<file path="config.mk">
export PLATFORM = sky130hd
export DESIGN_NAME = serial_byte_port
export DESIGN_NICKNAME = d
export VERILOG_FILES = /design/src/rtl/sbp_pkg.sv /design/src/rtl/sbp_baud_gen.sv /design/src/rtl/sbp_tx_shift.sv /design/src/rtl/sbp_status.sv /design/src/rtl/serial_byte_port.sv
export SDC_FILE = /design/constraint.sdc
export NUM_CORES = 1
export LEC_CHECK = 0
export BUFFER_PORTS_ARGS = -buffer_cell sky130_fd_sc_hd__buf_2
export CAP_MARGIN = 30
export CORE_MARGIN = 2
export CORE_UTILIZATION = 35
export CTS_BUF_LIST = sky130_fd_sc_hd__clkbuf_4
export CTS_CLUSTER_DIAMETER = 80
export DETAILED_ROUTE_END_ITERATION = 6
export GPL_TIMING_DRIVEN = 1
export SLEW_MARGIN = 20
export SYNTH_ARGS = -nofsm -noshare
export SYNTH_HDL_FRONTEND = slang
export SYNTH_SLANG_ARGS = --single-unit
</file>
<file path="constraint.sdc">
create_clock -name clk -period 1.98 [get_ports clk]
set_clock_uncertainty 0.2 [all_clocks]
set_input_delay 0 -clock clk [delete_from_list [all_inputs] [get_ports clk]]
set_output_delay 0 -clock clk [all_outputs]
set_load 0.03 [all_outputs]
</file>
<file path="src/rtl/sbp_pkg.sv">
// Shared constants for the byte-register serial port: register indexes,
// status bit positions and widths. Assumes 8-bit registers on 4-byte strides.
package sbp_pkg;
    localparam int BYTE_W = 8;
    localparam int REG_AW = 5;
    localparam int DIV_W  = 2 * BYTE_W;

    typedef enum logic [2:0] {
        IDX_ID0   = 3'd0,
        IDX_ID1   = 3'd1,
        IDX_ID2   = 3'd2,
        IDX_ID3   = 3'd3,
        IDX_DATA  = 3'd4,
        IDX_STAT  = 3'd5,
        IDX_DIVLO = 3'd6,
        IDX_DIVHI = 3'd7
    } reg_idx_e;

    localparam int ST_FERR  = 0;
    localparam int ST_OERR  = 1;
    localparam int ST_RXIE  = 2;
    localparam int ST_RXFUL = 3;
    localparam int ST_RXONE = 4;
    localparam int ST_RXEMP = 5;
    localparam int ST_TXIE  = 6;
    localparam int ST_TXEMP = 7;
endpackage

</file>
<file path="src/rtl/sbp_baud_gen.sv">
// Quarter-bit tick generator. A down-counter reloads from the divisor, so a
// tick occurs every divisor+1 cycles. A new divisor takes effect at the next reload.
module sbp_baud_gen #(
    parameter int DIV_W = 16
) (
    input  logic             clk,
    input  logic             rst_n,
    input  logic [DIV_W-1:0] divisor,
    output logic             tick
);
    logic [DIV_W-1:0] cnt_q;

    assign tick = (cnt_q == '0);

    // Count down and reload on each tick.
    always_ff @(posedge clk) begin
        if (!rst_n)    cnt_q <= '0;
        else if (tick) cnt_q <= divisor;
        else           cnt_q <= cnt_q - 1'b1;
    end
endmodule

</file>
<file path="src/rtl/sbp_tx_shift.sv">
// One-character holding register feeding an 8N1 shifter. Assumes TPB >= 2
// ticks per bit. A character is taken only on a tick while the shifter is idle,
// so every bit, including the start bit, is TPB ticks long.
module sbp_tx_shift #(
    parameter int DATA_W = 8,
    parameter int TPB    = 4
) (
    input  logic              clk,
    input  logic              rst_n,
    input  logic              tick,
    input  logic              wr_en,
    input  logic [DATA_W-1:0] wr_data,
    output logic              hold_empty,
    output logic              line
);
    localparam int SUB_W = $clog2(TPB);
    localparam int CNT_W = $clog2(DATA_W + 2);

    logic              hold_full;
    logic [DATA_W-1:0] hold_data;
    logic              busy;
    logic [DATA_W:0]   shreg;
    logic [SUB_W-1:0]  sub_cnt;
    logic [CNT_W-1:0]  bit_cnt;
    logic              take;

    assign take       = tick && !busy && hold_full;
    assign hold_empty = !hold_full;

    // Holding register: fills on a write when free, empties when taken.
    always_ff @(posedge clk) begin
        if (!rst_n) begin
            hold_full <= 1'b0;
            hold_data <= '0;
        end else if (take) begin
            hold_full <= 1'b0;
        end else if (wr_en && !hold_full) begin
            hold_full <= 1'b1;
            hold_data <= wr_data;
        end
    end

    // Shifter: start bit, data bits LSB first, then the stop bit.
    always_ff @(posedge clk) begin
        if (!rst_n) begin
            busy    <= 1'b0;
            line    <= 1'b1;
            shreg   <= '1;
            sub_cnt <= '0;
            bit_cnt <= '0;
        end else if (take) begin
            busy    <= 1'b1;
            line    <= 1'b0;
            shreg   <= {1'b1, hold_data};
            sub_cnt <= '0;
            bit_cnt <= '0;
        end else if (tick && busy) begin
            if (sub_cnt == SUB_W'(TPB - 1)) begin
                sub_cnt <= '0;
                if (bit_cnt == CNT_W'(DATA_W + 1)) begin
                    busy <= 1'b0;
                end else begin
                    line    <= shreg[0];
                    shreg   <= {1'b1, shreg[DATA_W:1]};
                    bit_cnt <= bit_cnt + 1'b1;
                end
            end else begin
                sub_cnt <= sub_cnt + 1'b1;
            end
        end
    end
endmodule

</file>
<file path="src/rtl/sbp_status.sv">
// Writable part of the status register: two interrupt enables and two sticky
// error bits. A write clears an error bit written as 0. A receive pulse sets it,
// and the pulse wins over a write in the same cycle.
module sbp_status (
    input  logic       clk,
    input  logic       rst_n,
    input  logic       wr_en,
    input  logic [7:0] wdata,
    input  logic       set_ferr,
    input  logic       set_oerr,
    output logic       rx_ie,
    output logic       tx_ie,
    output logic       ferr,
    output logic       oerr
);
    import sbp_pkg::*;

    // Enables follow the written value.
    always_ff @(posedge clk) begin
        if (!rst_n) begin
            rx_ie <= 1'b0;
            tx_ie <= 1'b0;
        end else if (wr_en) begin
            rx_ie <= wdata[ST_RXIE];
            tx_ie <= wdata[ST_TXIE];
        end
    end

    // Sticky errors: set by pulses, cleared by writing 0.
    always_ff @(posedge clk) begin
        if (!rst_n) begin
            ferr <= 1'b0;
            oerr <= 1'b0;
        end else begin
            ferr <= set_ferr || (ferr && !(wr_en && !wdata[ST_FERR]));
            oerr <= set_oerr || (oerr && !(wr_en && !wdata[ST_OERR]));
        end
    end
endmodule

</file>
<file path="src/rtl/serial_byte_port.sv">
// Bus front end of the byte-register serial port. Decodes word-aligned
// accesses, registers read data, pops the external receive queue on data reads,
// holds the baud divisor and forms the combined interrupt.
// Assumes single-cycle bus strobes.
module serial_byte_port #(
    parameter logic [31:0] ID_WORD   = 32'h5A17_C301,
    parameter logic [15:0] DIV_RESET = 16'd1,
    parameter int          TPB       = 4
) (
    input  logic                       clk,
    input  logic                       rst_n,
    input  logic                       bus_sel,
    input  logic                       bus_we,
    input  logic [sbp_pkg::REG_AW-1:0] bus_addr,
    input  logic [sbp_pkg::BYTE_W-1:0] bus_wdata,
    output logic [sbp_pkg::BYTE_W-1:0] bus_rdata,
    input  logic                       rx_valid,
    input  logic [sbp_pkg::BYTE_W-1:0] rx_data,
    input  logic                       rx_full,
    input  logic                       rx_one_left,
    input  logic                       rx_frame_err,
    input  logic                       rx_overrun,
    output logic                       rx_pop,
    output logic                       tx_line,
    output logic                       irq
);
    import sbp_pkg::*;

    reg_idx_e          idx;
    logic              aligned, rd_en, wr_en;
    logic [BYTE_W-1:0] last_rx, rd_val, status;
    logic [DIV_W-1:0]  divisor;
    logic              baud_tick, tx_empty, rx_ie, tx_ie, ferr, oerr;
    logic              wr_data_reg, wr_stat_reg;

    assign idx         = reg_idx_e'(bus_addr[4:2]);
    assign aligned     = (bus_addr[1:0] == 2'b00);
    assign rd_en       = bus_sel && !bus_we && aligned;
    assign wr_en       = bus_sel && bus_we && aligned;
    assign wr_data_reg = wr_en && (idx == IDX_DATA);
    assign wr_stat_reg = wr_en && (idx == IDX_STAT);
    assign rx_pop      = rd_en && (idx == IDX_DATA) && rx_valid;

    sbp_baud_gen #(.DIV_W(DIV_W)) u_baud (
        .clk(clk), .rst_n(rst_n), .divisor(divisor), .tick(baud_tick)
    );

    sbp_tx_shift #(.DATA_W(BYTE_W), .TPB(TPB)) u_tx (
        .clk(clk), .rst_n(rst_n), .tick(baud_tick), .wr_en(wr_data_reg),
        .wr_data(bus_wdata), .hold_empty(tx_empty), .line(tx_line)
    );

    sbp_status u_stat (
        .clk(clk), .rst_n(rst_n), .wr_en(wr_stat_reg), .wdata(bus_wdata),
        .set_ferr(rx_frame_err), .set_oerr(rx_overrun),
        .rx_ie(rx_ie), .tx_ie(tx_ie), .ferr(ferr), .oerr(oerr)
    );

    // Assemble the status byte from live flags and stored bits.
    always_comb begin
        status           = '0;
        status[ST_FERR]  = ferr;
        status[ST_OERR]  = oerr;
        status[ST_RXIE]  = rx_ie;
        status[ST_RXFUL] = rx_full;
        status[ST_RXONE] = rx_one_left;
        status[ST_RXEMP] = !rx_valid;
        status[ST_TXIE]  = tx_ie;
        status[ST_TXEMP] = tx_empty;
    end

    // Select the value returned by a read.
    always_comb begin
        case (idx)
            IDX_DATA:  rd_val = rx_valid ? rx_data : last_rx;
            IDX_STAT:  rd_val = status;
            IDX_DIVLO: rd_val = divisor[BYTE_W-1:0];
            IDX_DIVHI: rd_val = divisor[DIV_W-1:BYTE_W];
            default:   rd_val = ID_WORD[{bus_addr[3:2], 3'b000} +: BYTE_W];
        endcase
    end

    // Register read data and remember the last popped byte.
    always_ff @(posedge clk) begin
        if (!rst_n) begin
            bus_rdata <= '0;
            last_rx   <= '0;
        end else begin
            if (rd_en)  bus_rdata <= rd_val;
            if (rx_pop) last_rx   <= rx_data;
        end
    end

    // Divisor bytes, written separately.
    always_ff @(posedge clk) begin
        if (!rst_n) begin
            divisor <= DIV_RESET;
        end else if (wr_en && idx == IDX_DIVLO) begin
            divisor[BYTE_W-1:0] <= bus_wdata;
        end else if (wr_en && idx == IDX_DIVHI) begin
            divisor[DIV_W-1:BYTE_W] <= bus_wdata;
        end
    end

    // Combined receive and transmit interrupt.
    assign irq = (rx_ie && (rx_valid || ferr || oerr)) || (tx_ie && tx_empty);
endmodule

</file>
==> results_dict.tcl, run 1 <==
set metrics [dict create \
    grtUsageMet3 0.0225 \
    period_share 0.970 \
    top_level_ports 41 \
    max-vdd-ir-drop_mv 0.434 \
    synth_edf_count 0 \
    fin_crit_ps 1920 \
    failed_checks "negative hold slack" \
    p_total_mw 4.37 \
    wl_per_cell_um 14.7 \
    crit_path_end_kind "flip-flop" \
    drt-pass1-iter-count 4 \
    initial_core_util 0.359 \
    dp_slack_ps -30.7 \
    arrival_ps 2060 \
    clk_pin_slew_ps 150 \
    wirelength_mm 9.88 \
    hold_ws_ps -33.9 \
    coreArea_um2 10300 \
    synth_top_cell_area_share 0.416 \
    viasPerCell 5.09 \
    ys_seq_area_frac 0.416 \
    yosysWarnings 0 \
    worstMarginPinSlew_ps 435 \
    worstPathRequired_ps 2120 \
    ys_seq_elements 77 \
    die_area_um2 11400 \
    antenna_found_initial 0 \
    die_y_um 107 \
    synthCells 411 \
    ys_types 49 \
    dpl_cell_area_um2 4250 \
    rsz0062_at_grt "true" \
    avgSynthCellArea_um2 9.02 \
    syn_area_um2 3710 \
    finalSetupViolations 0 \
    rows 37 \
    final_common_cell "dfxtp_1" \
    port_buffers 40 \
    p_leak_nw 2.09 \
    cts_buffer_depth 2 \
    grtUsageMet1 0.235 \
    post-route-util 0.491 \
    ant_nets 0 \
    layout_common_cells "dfxtp_1, dlygate4sd3_1, mux2i_1" \
    drv_slew 0 \
    via_count 3416 \
    htreeDepth 3 \
    path_class "flip-flop to flip-flop" \
    async_flop_share 0 \
    diodes 0 \
    cts.sink_count 77 \
    setup-tns-final_ps 0 \
    cts_tree "done" \
    drc 0 \
    status "complete, but fails checks" \
    root_buffer "clkbuf_4" \
    grt_pass1_vias 3386 \
    fp.dieW_um 107 \
    grt_pass1_wl_mm 16.3 \
    setup_ws_ps 58.9 \
    gp_congestion 0.855 \
    gr-total-overflow 0 \
    cts_made_buffers 9 \
    power_density_nw_per_um2 862 \
    cap_violations 0 \
    hold_viol 4 \
    fmax_mhz 521 \
    grtUsageTotal 0.180 \
    grt_use_met2 0.306 \
    final_cell_area_um2 5070 \
    grt_max_degree 30 \
    area_growth_pct 36.7 \
    first_iter_violations 162 \
    drive_above_1_share 0.243 \
    start_kind "flip-flop" \
    gr-max-usage-layer "met2" \
    clk_latency_ps 430 \
    synth_area_leader_cell "dfxtp_1" \
    timing.critical_path.fanout_max 3 \
    hold_path.class "input pin to flip-flop" \
    synth_ff_type "dfxtp_1" \
    synthTopCellsByArea "dfxtp_1, mux2i_1, nor2b_1, nand2_1, o21ai_0" \
    layout.nets 565 \
    syn_nets 446 \
    dp_hpwl_mm 6.66 \
    max_slew_margin 0.710 \
]
==> Yosys cell counts (2+ instances only) <==
library cell and number:
o21a_1 3, xor2_1 5, nand2_1 37, o2111ai_1 2, a22oi_1 7, clkbuf_1 21, and2_1 2, a21boi_0 8
nor2b_1 36, inv_1 12, o21ai_0 26, a211oi_1 3, nor4_4 2, xnor2_1 7, ha_1 5, nor4_1 2
o211ai_1 2, nand2b_1 3, o31ai_1 2, mux2i_1 41, a31oi_1 6, o211a_1 7, mux2_2 3, and3_1 2
nor3_1 8, nor2_1 22, dfxtp_1 77, nand3b_1 3, a21oi_1 14, or2_2 2, nand4_1 7, nor2_2 3
nand3_1 15
==> report_power, final <==
group / internal [mW] / switching, mW / leakage [nW]
clock: 0.534 / 0.621 / 0.0895
sequential: 1.67 / 0.113 / 0.626
combinational: 0.734 / 0.702 / 1.37
==> flip-flops by register name, indices dropped and copies added, names as in the netlist <==
| register | count |
|---|---|
| divisor | 16 |
| u_baud.cnt_q | 16 |
| bus_rdata | 8 |
| last_rx | 8 |
| u_tx.hold_data | 8 |
| u_tx.shreg | 8 |
| u_tx.bit_cnt | 4 |
| u_tx.sub_cnt | 2 |
| u_stat.ferr | 1 |
| u_stat.oerr | 1 |
| u_stat.rx_ie | 1 |
| u_stat.tx_ie | 1 |
| u_tx.busy | 1 |
| u_tx.hold_full | 1 |
| u_tx.line | 1 |
==> layout make-up <==
type | instances | area [µm²]
multi-input cells | 302 | 2140
fillers | 982 | 5250
inverters | 12 | 45.0
clock inverters | 7 | 105
clock buffers | 9 | 67.6
flip-flops and latches | 77 | 1550
well taps | 136 | 170
repair buffers | 128 | 997
==> cell families after synthesis <==
kind of cell               share of synthesized area
and+or+nand+nor                                0.227
AOI/OAI and AO/OA                              0.159
DFF                                            0.416
muxes                                          0.120
buffers and inverters                         0.0334
xor gates and xnor gates                      0.0283
adders and majority gates                     0.0169
==> stage by stage <==
stage / hold WS (ps) / instances
final: -33.9 / 671
after global placement: 43.9 / 598
after global routing: 1.50 / 671
after detailed placement: 52.6 / 598
after floorplan: -71.5 / 411
after CTS: 2.75 / 663
==> critical path: stages (launching register included) <==
cell	delay, ps
dfxtp_4	380
nor4_4	350
nand4b_4	130
or4_4	430
a22o_1	190
o21a_1	160
==> repair_timing <==
| action | 4_1_cts | 5_1_grt |
|---|---|---|
| pin swaps | 1 | 6 |
| hold buffers | 48 | 2 |
| setup endpoints to repair | 12 | 29 |
| buffers inserted | 1 | 7 |
| hold endpoints to repair | 72 | 2 |
| resized for setup | 2 | 29 |
| cloned | 0 | 2 |
==> path summary, 6_finish.rpt <==
path,from,endpoint,slack [ps],cells past startpoint
max reg2reg,u_baud.cnt_q[2]$_SDFF_PN0_,u_baud.cnt_q[15]$_SDFF_PN0_,60,5
max,u_baud.cnt_q[2]$_SDFF_PN0_,u_baud.cnt_q[15]$_SDFF_PN0_,60,5
min reg2reg,bus_rdata[6]$_SDFFE_PN0P_,bus_rdata[6]$_SDFFE_PN0P_,270,2
min,bus_addr[3],bus_rdata[1]$_SDFFE_PN0P_,-30,5
==> per-layer routing <==
layer	wire length [µm]	vias up
met1	4650	1634
met3	286	17
li1	-	1706
met4	182	0
met5	0	-
met2	4760	59
Power figures use the tool's default switching activity.
==> inputs of run 2 (changes only) <==
--- a/config.mk
+++ b/config.mk
@@ -5,9 +5,10 @@
 export SDC_FILE = /design/constraint.sdc
 export NUM_CORES = 1
 export LEC_CHECK = 0
+export ABC_AREA = 1
 export BUFFER_PORTS_ARGS = -buffer_cell sky130_fd_sc_hd__buf_2
 export CAP_MARGIN = 30
-export CORE_MARGIN = 2
+export CORE_MARGIN = 3
 export CORE_UTILIZATION = 35
 export CTS_BUF_LIST = sky130_fd_sc_hd__clkbuf_4
 export CTS_CLUSTER_DIAMETER = 80
==> constraint.sdc (replaced) <==
create_clock -name clk -period 1.98 [get_ports clk]
set_clock_uncertainty 0.2 [all_clocks]
set_input_delay 0.198 -clock clk [delete_from_list [all_inputs] [get_ports clk]]
set_output_delay 0.198 -clock clk [all_outputs]
set_load 0.03 [all_outputs]
==> run 2 against run 1 <==
Net effect:
- the run now ends clean
- final area down 7.9%
- routed wire length up 1.4%
- core utilization down 5.1 points
- sequential cell count unchanged
- sequential power about the same
- non-clock buffer count down 54
- count of clock-buffer cells in the layout unchanged
- critical endpoint is now u_tx.shreg[4]$_SDFFE_PN1P_
- largest power group unchanged
==> results_dict.tcl, run 2 <==
set metrics [dict create \
    cts.sink_count 77 \
    dp_slack_ps 129 \
    grtUsageMet3 0.0353 \
    grt_pass1_vias 3761 \
    cts_tree "done" \
    drv_slew 0 \
    clk_latency_ps 420 \
    r2r_cells 9 \
    viasPerCell 4.84 \
    rows 37 \
    max_slew_margin 0.658 \
    grtUsageTotal 0.169 \
    dp_hpwl_mm 7.50 \
    die_area_um2 12500 \
    layout.nets 669 \
    timing.rr.start "u_baud.cnt_q[0]$_SDFF_PN0_" \
    hold_path.class "input pin to flip-flop" \
    cap_violations 0 \
    gr-max-usage-layer "met2" \
    finalSetupViolations 0 \
    grt_pass1_wl_mm 17.6 \
    reg2reg_to "u_tx.shreg[4]$_SDFFE_PN1P_" \
    syn_area_um2 3900 \
    synthCells 566 \
    ys_seq_elements 77 \
    worstHoldPathCells 5 \
    crit_path_end_kind "flip-flop" \
    setup-tns-final_ps 0 \
    status "completed" \
    grtUsageMet1 0.209 \
    gr-total-overflow 0 \
    grt_max_degree 36 \
    wirelength_mm 10.0 \
    synth_most_common_cell "nand2_1" \
    synth_ff_type "dfxtp_1" \
    fin_crit_ps 1810 \
    setup_ws_ps 171 \
    gp_congestion 0.866 \
    synth_mux_area_frac 0 \
    ys_seq_area_frac 0.395 \
    hold_viol 0 \
    worstPathRequired_ps 2150 \
    dpl_cell_area_um2 4260 \
    avgSynthCellArea_um2 6.90 \
    die_y_um 112 \
    first_iter_violations 218 \
    top_regs "divisor: 16 flops, u_baud.cnt_q: 16 flops" \
    synth-simple-area-share 0.311 \
    diodes 0 \
    arrival_ps 1980 \
    hp-start "rx_one_left" \
    cts_buffer_depth 2 \
    syn_nets 601 \
    drive_above_1_share 0.154 \
    path_class "flip-flop to flip-flop" \
    synthXorXnorAreaFrac 0.0179 \
    ant_nets 0 \
    synthAdderAreaFrac 0.0160 \
    p_total_mw 4.18 \
    ys_types 33 \
    synth_edf_count 0 \
    coreArea_um2 10600 \
    start_kind "flip-flop" \
    final_common_cell "nand2_1" \
    yosysWarnings 0 \
    via_count 3748 \
    power_density_nw_per_um2 894 \
    htreeDepth 3 \
    fp.dieW_um 112 \
    wl_per_cell_um 12.9 \
    period_share 0.913 \
    initial_core_util 0.368 \
    synthTopCellsByArea "dfxtp_1, nand2_1, o21ai_0, nor2_1, inv_1" \
    synth-compound-area-share 0.169 \
    p_leak_nw 2.14 \
    drc 0 \
    area_growth_pct 19.6 \
    hold-path-endpoint "bus_rdata[4]$_SDFFE_PN0P_" \
    synth_commonest_cells "nand2_1, nor2_1, dfxtp_1" \
    clk_pin_slew_ps 120 \
    reg2reg_setup_slack_ps 170 \
    grt_use_met2 0.300 \
    top_level_ports 41 \
    drt-pass1-iter-count 4 \
    port_buffers 40 \
    worstMarginPinSlew_ps 513 \
    fmax_mhz 553 \
    synth_top_cell_area_share 0.395 \
    timing.critical_path.fanout_max 11 \
    synth_area_leader_cell "dfxtp_1" \
    layout_common_cells "nand2_1, nor2_1, dfxtp_1" \
    max-vdd-ir-drop_mv 0.551 \
    nFillCells 1096 \
    cts_made_buffers 9 \
    antenna_found_initial 0 \
    synth_top_family_by_area "simple AND/OR/NAND/NOR gates" \
    async_flop_share 0 \
    final_cell_area_um2 4670 \
    root_buffer "clkbuf_4" \
]
[run 2: changes by cell type in the layout (fill, tap and decap cells not counted), sizes merged, moves of 19 or more]
cell,delta
nand2,+83
nor2,+67
inv,+52
o21ai,+48
mux2i,-41
nor2b,-36
a21oi,+33
buf,-29
dlygate4sd3,-25
nand3,+19
[run 2: cell families (layout without fill, tap and decap cells)]
logic type / after synthesis / count (layout)
buffers and inverters: 86 / 158
AO/OA/AOI/OAI: 129 / 129
XOR/XNOR: 8 / 8
AND/OR/NAND/NOR: 261 / 261
flip-flops: 77 / 77
adder cells (fa/ha/maj): 5 / 5
[run 2: power by group]
group	total, mW	switching [mW]	internal (mW)	leakage [nW]
clock	1.17	0.546	0.623	0.0909
sequential	1.75	0.102	1.65	0.625
combinational	1.25	0.790	0.462	1.42
total	4.18	1.44	2.74	2.14
[run 2: through the flow]
step,hold WS (ps),std cells,utilization
finish,7.96,774,0.440
global route,42.4,774,0.440
CTS,4.10,772,0.438
detailed placement,220,735,0.402
global placement,216,735,0.402
floorplan,128,566,-
[run 2: area by class of cell]
| class | instances | area (µm²) | area share |
|---|---|---|---|
| repair buffers | 74 | 510 | 0.109 |
| clock inverters | 6 | 103 | 0.0220 |
| multi-input cells | 403 | 2010 | 0.431 |
| clock buffers | 9 | 67.6 | 0.0145 |
| flip-flops and latches | 77 | 1540 | 0.330 |
| well taps | 136 | 170 | 0.0364 |
| inverters | 69 | 262 | 0.0560 |
[run 2: critical path: stages (launching register included)]
cell     delay, ps
dfxtp_1        330
inv_1          110
ha_1           220
nand3_2        140
nor2_8         170
buf_4          130
nand4_4        170
nand2_4        160
nand2_1         60
nand3_1         60
[run 2: metal layers]
metal | vias to the layer above | wire (µm)
li1 | 1965 | -
met1 | 1698 | 4680
met2 | 74 | 4850
met3 | 11 | 371
met4 | 0 | 115
met5 | - | 0
[run 2: worst max-delay path by stage]
| stage | from | end | slack, ps | cells past startpoint |
|---|---|---|---|---|
| 5_1_grt | u_baud.cnt_q[0]$_SDFF_PN0_ | u_tx.shreg[2]$_SDFFE_PN1P_ | -0.01 | 10 |
| 6_report | u_baud.cnt_q[0]$_SDFF_PN0_ | u_tx.shreg[4]$_SDFFE_PN1P_ | 170 | 9 |
| 3_5_place_dp | u_baud.cnt_q[0]$_SDFF_PN0_ | u_baud.cnt_q[8]$_SDFF_PN0_ | 130 | 7 |
| 4_1_cts | u_baud.cnt_q[0]$_SDFF_PN0_ | u_baud.cnt_q[8]$_SDFF_PN0_ | 110 | 7 |
| 3_3_place_gp | u_baud.cnt_q[0]$_SDFF_PN0_ | u_baud.cnt_q[8]$_SDFF_PN0_ | 190 | 7 |
| 2_1_floorplan | u_tx.bit_cnt[1]$_SDFFE_PP0P_ | u_tx.bit_cnt[1]$_SDFFE_PP0P_ | 290 | 9 |
[run 2: what timing repair did]
item | CTS | global route
gates resized for setup | 0 | 3
setup buffers | 0 | 2
endpoints found under the setup margin | 0 | 19
hold buffers | 22 | 0
hold endpoints to repair | 43 | 0
==> inputs of run 3 (changes only) <==
==> constraint.sdc (replaced) <==
create_clock -name clk -period 2.25 [get_ports clk]
set_clock_uncertainty 0.2 [all_clocks]
set_input_delay 0.225 -clock clk [delete_from_list [all_inputs] [get_ports clk]]
set_output_delay 0.225 -clock clk [all_outputs]
set_load 0.03 [all_outputs]
==> run 3 against run 2 <==
Net effect:
- global-route usage down 0.64 points
- cell count down 0.13%
- non-clock buffer count shrank 2
- maximum frequency decreased by 8.2%
- count of clock-buffer cells in the layout increased by 1
- core utilization shrank 0.46 points
- critical path depth down 1
- via count is 0.67% lower
- die area stayed put
- worst hold slack improved by 30 ps
- final area decreased by 1.0%
- combinational power decreased by 14%
- critical endpoint is now u_tx.shreg[3]$_SDFFE_PN1P_
- largest power group unchanged
==> results_dict.tcl, run 3 (synthesis gave the netlist of run 2 again) <==
set metrics [dict create \
    first_iter_violations 149 \
    hp-start "rx_full" \
    hold_path.class "input pin to flip-flop" \
    crit_family "simple AND/OR/NAND/NOR gates" \
    finalSetupViolations 0 \
    worstHoldPathCells 7 \
    drc 0 \
    nFillCells 1139 \
    reg2reg_setup_slack_ps 280 \
    grt_pass1_vias 3627 \
    top_level_ports 41 \
    cp-startpoint "u_tx.bit_cnt[1]$_SDFFE_PP0P_" \
    max_stage_delay_ps 390 \
    cap_violations 0 \
    fp.dieW_um 112 \
    grtUsageTotal 0.163 \
    status "completed" \
    crit_slowest_cell "dfxtp_1" \
    cts_made_buffers 9 \
    diodes 0 \
    area_growth_pct 18.3 \
    start_kind "flip-flop" \
    max-vdd-ir-drop_mv 0.306 \
    period_share 0.876 \
    initial_core_util 0.368 \
    p_leak_nw 2.10 \
    rows 37 \
    grt_max_degree 29 \
    cts_tree "done" \
    max_slew_margin 0.666 \
    hold_ws_ps 38.3 \
    arrival_ps 2070 \
    gr-total-overflow 0 \
    ant_nets 0 \
    worstPathRequired_ps 2350 \
    drt-pass1-iter-count 4 \
    crit_buf_inv 1 \
    path_class "flip-flop to flip-flop" \
    r2r_cells 8 \
    grt_pass1_wl_mm 16.9 \
    cts_buffer_depth 2 \
    setup-tns-final_ps 0 \
    timing.critical_path.fanout_max 11 \
    die_y_um 112 \
    coreArea_um2 10600 \
    gp_congestion 0.827 \
    drv_slew 0 \
    hold_viol 0 \
    drive_above_1_share 0.152 \
    wirelength_mm 9.77 \
    worstMarginPinSlew_ps 499 \
    power_density_nw_per_um2 751 \
    path_cells "inv_1 > ha_1 > nand2_1 > nor2_1 > nor2_1 > nand4_4 > nand3_1 > nand3_1" \
    reg2reg_to "u_tx.shreg[3]$_SDFFE_PN1P_" \
    fin_crit_ps 1970 \
    rsz0062_at_grt "false" \
    htreeDepth 3 \
    fmax_mhz 507 \
    clk_latency_ps 430 \
    viasPerCell 4.82 \
    port_buffers 40 \
    top_regs "divisor: 16 flops, u_baud.cnt_q: 16 flops" \
    crit_path_end_kind "flip-flop" \
    layout_common_cells "nand2_1, nor2_1, dfxtp_1" \
    final_common_cell "nand2_1" \
    root_buffer "clkbuf_4" \
    timing.rr.start "u_tx.bit_cnt[1]$_SDFFE_PP0P_" \
    cts.sink_count 77 \
    via_count 3723 \
    p_total_mw 3.47 \
    dp_hpwl_mm 7.36 \
    layout.nets 667 \
    clk_pin_slew_ps 130 \
    antenna_found_initial 0 \
    hold-path-endpoint "bus_rdata[3]$_SDFFE_PN0P_" \
    wl_per_cell_um 12.6 \
    die_area_um2 12500 \
]
## run 3: cell count changes in the layout (fill, tap and decap cells not counted), sizes merged
cell,change
inv,-1
clkinvlp,+3
bufinv,-2
buf,-2
clkbuf,+1
## run 3: per-layer routing
metal / up-vias / routed length (µm) / track usage
li1: 1967 / - / -
met5: - / 0 / 0
met1: 1665 / 4620 / 0.210
met2: 75 / 4620 / 0.269
met3: 16 / 349 / 0.0424
met4: 0 / 180 / 0.0446
## run 3: area by class of cell
cell class              count  area, µm²  share of cell area
multi-input cells         403       2010               0.435
flip-flops and latches     77       1540               0.334
well taps                 136        170              0.0368
clock buffers              10       75.1              0.0162
clock inverters             6       63.8              0.0138
repair buffers             72        495               0.107
inverters                  69        265              0.0574
## run 3: repair_timing
| item | CTS | global route |
|---|---|---|
| buffers inserted | 0 | 3 |
| resized for setup | 0 | 1 |
| hold buffers | 22 | 0 |
| hold endpoints to repair | 41 | 0 |
| setup endpoints to repair | 0 | 1 |
## run 3: worst register-to-register path: stages (launching register included)
cell	delay, ps
dfxtp_1	390
inv_1	60
ha_1	170
nand2_1	70
nor2_1	50
nor2_1	390
nand4_4	270
nand3_1	150
nand3_1	90
## run 3: report_power, final
group | internal (mW) | switching [mW] | leakage (nW)
sequential | 1.45 | 0.0876 | 0.625
clock | 0.349 | 0.501 | 0.0724
combinational | 0.383 | 0.694 | 1.41
## run 3: worst max-delay path by stage
stage | end | slack [ps] | cells past startpoint
floorplan | u_tx.bit_cnt[1]$_SDFFE_PP0P_ | 560 | 9
global placement | u_baud.cnt_q[8]$_SDFF_PN0_ | 280 | 7
detailed placement | u_baud.cnt_q[8]$_SDFF_PN0_ | 300 | 7
CTS | u_stat.oerr$_SDFF_PN0_ | 170 | 5
global route | u_baud.cnt_q[15]$_SDFF_PN0_ | 40 | 9
finish | u_tx.shreg[3]$_SDFFE_PN1P_ | 280 | 8
## run 3: stage by stage
step                worst slack (ps)  utilization  instance area (µm²)  std cells
floorplan                        557            -                 3910        566
global placement                 279        0.400                 4240        732
detailed placement               299        0.400                 4240        732
CTS                              170        0.433                 4590        770
global route                    44.0        0.436                 4620        773
finish                           279        0.436                 4620        773
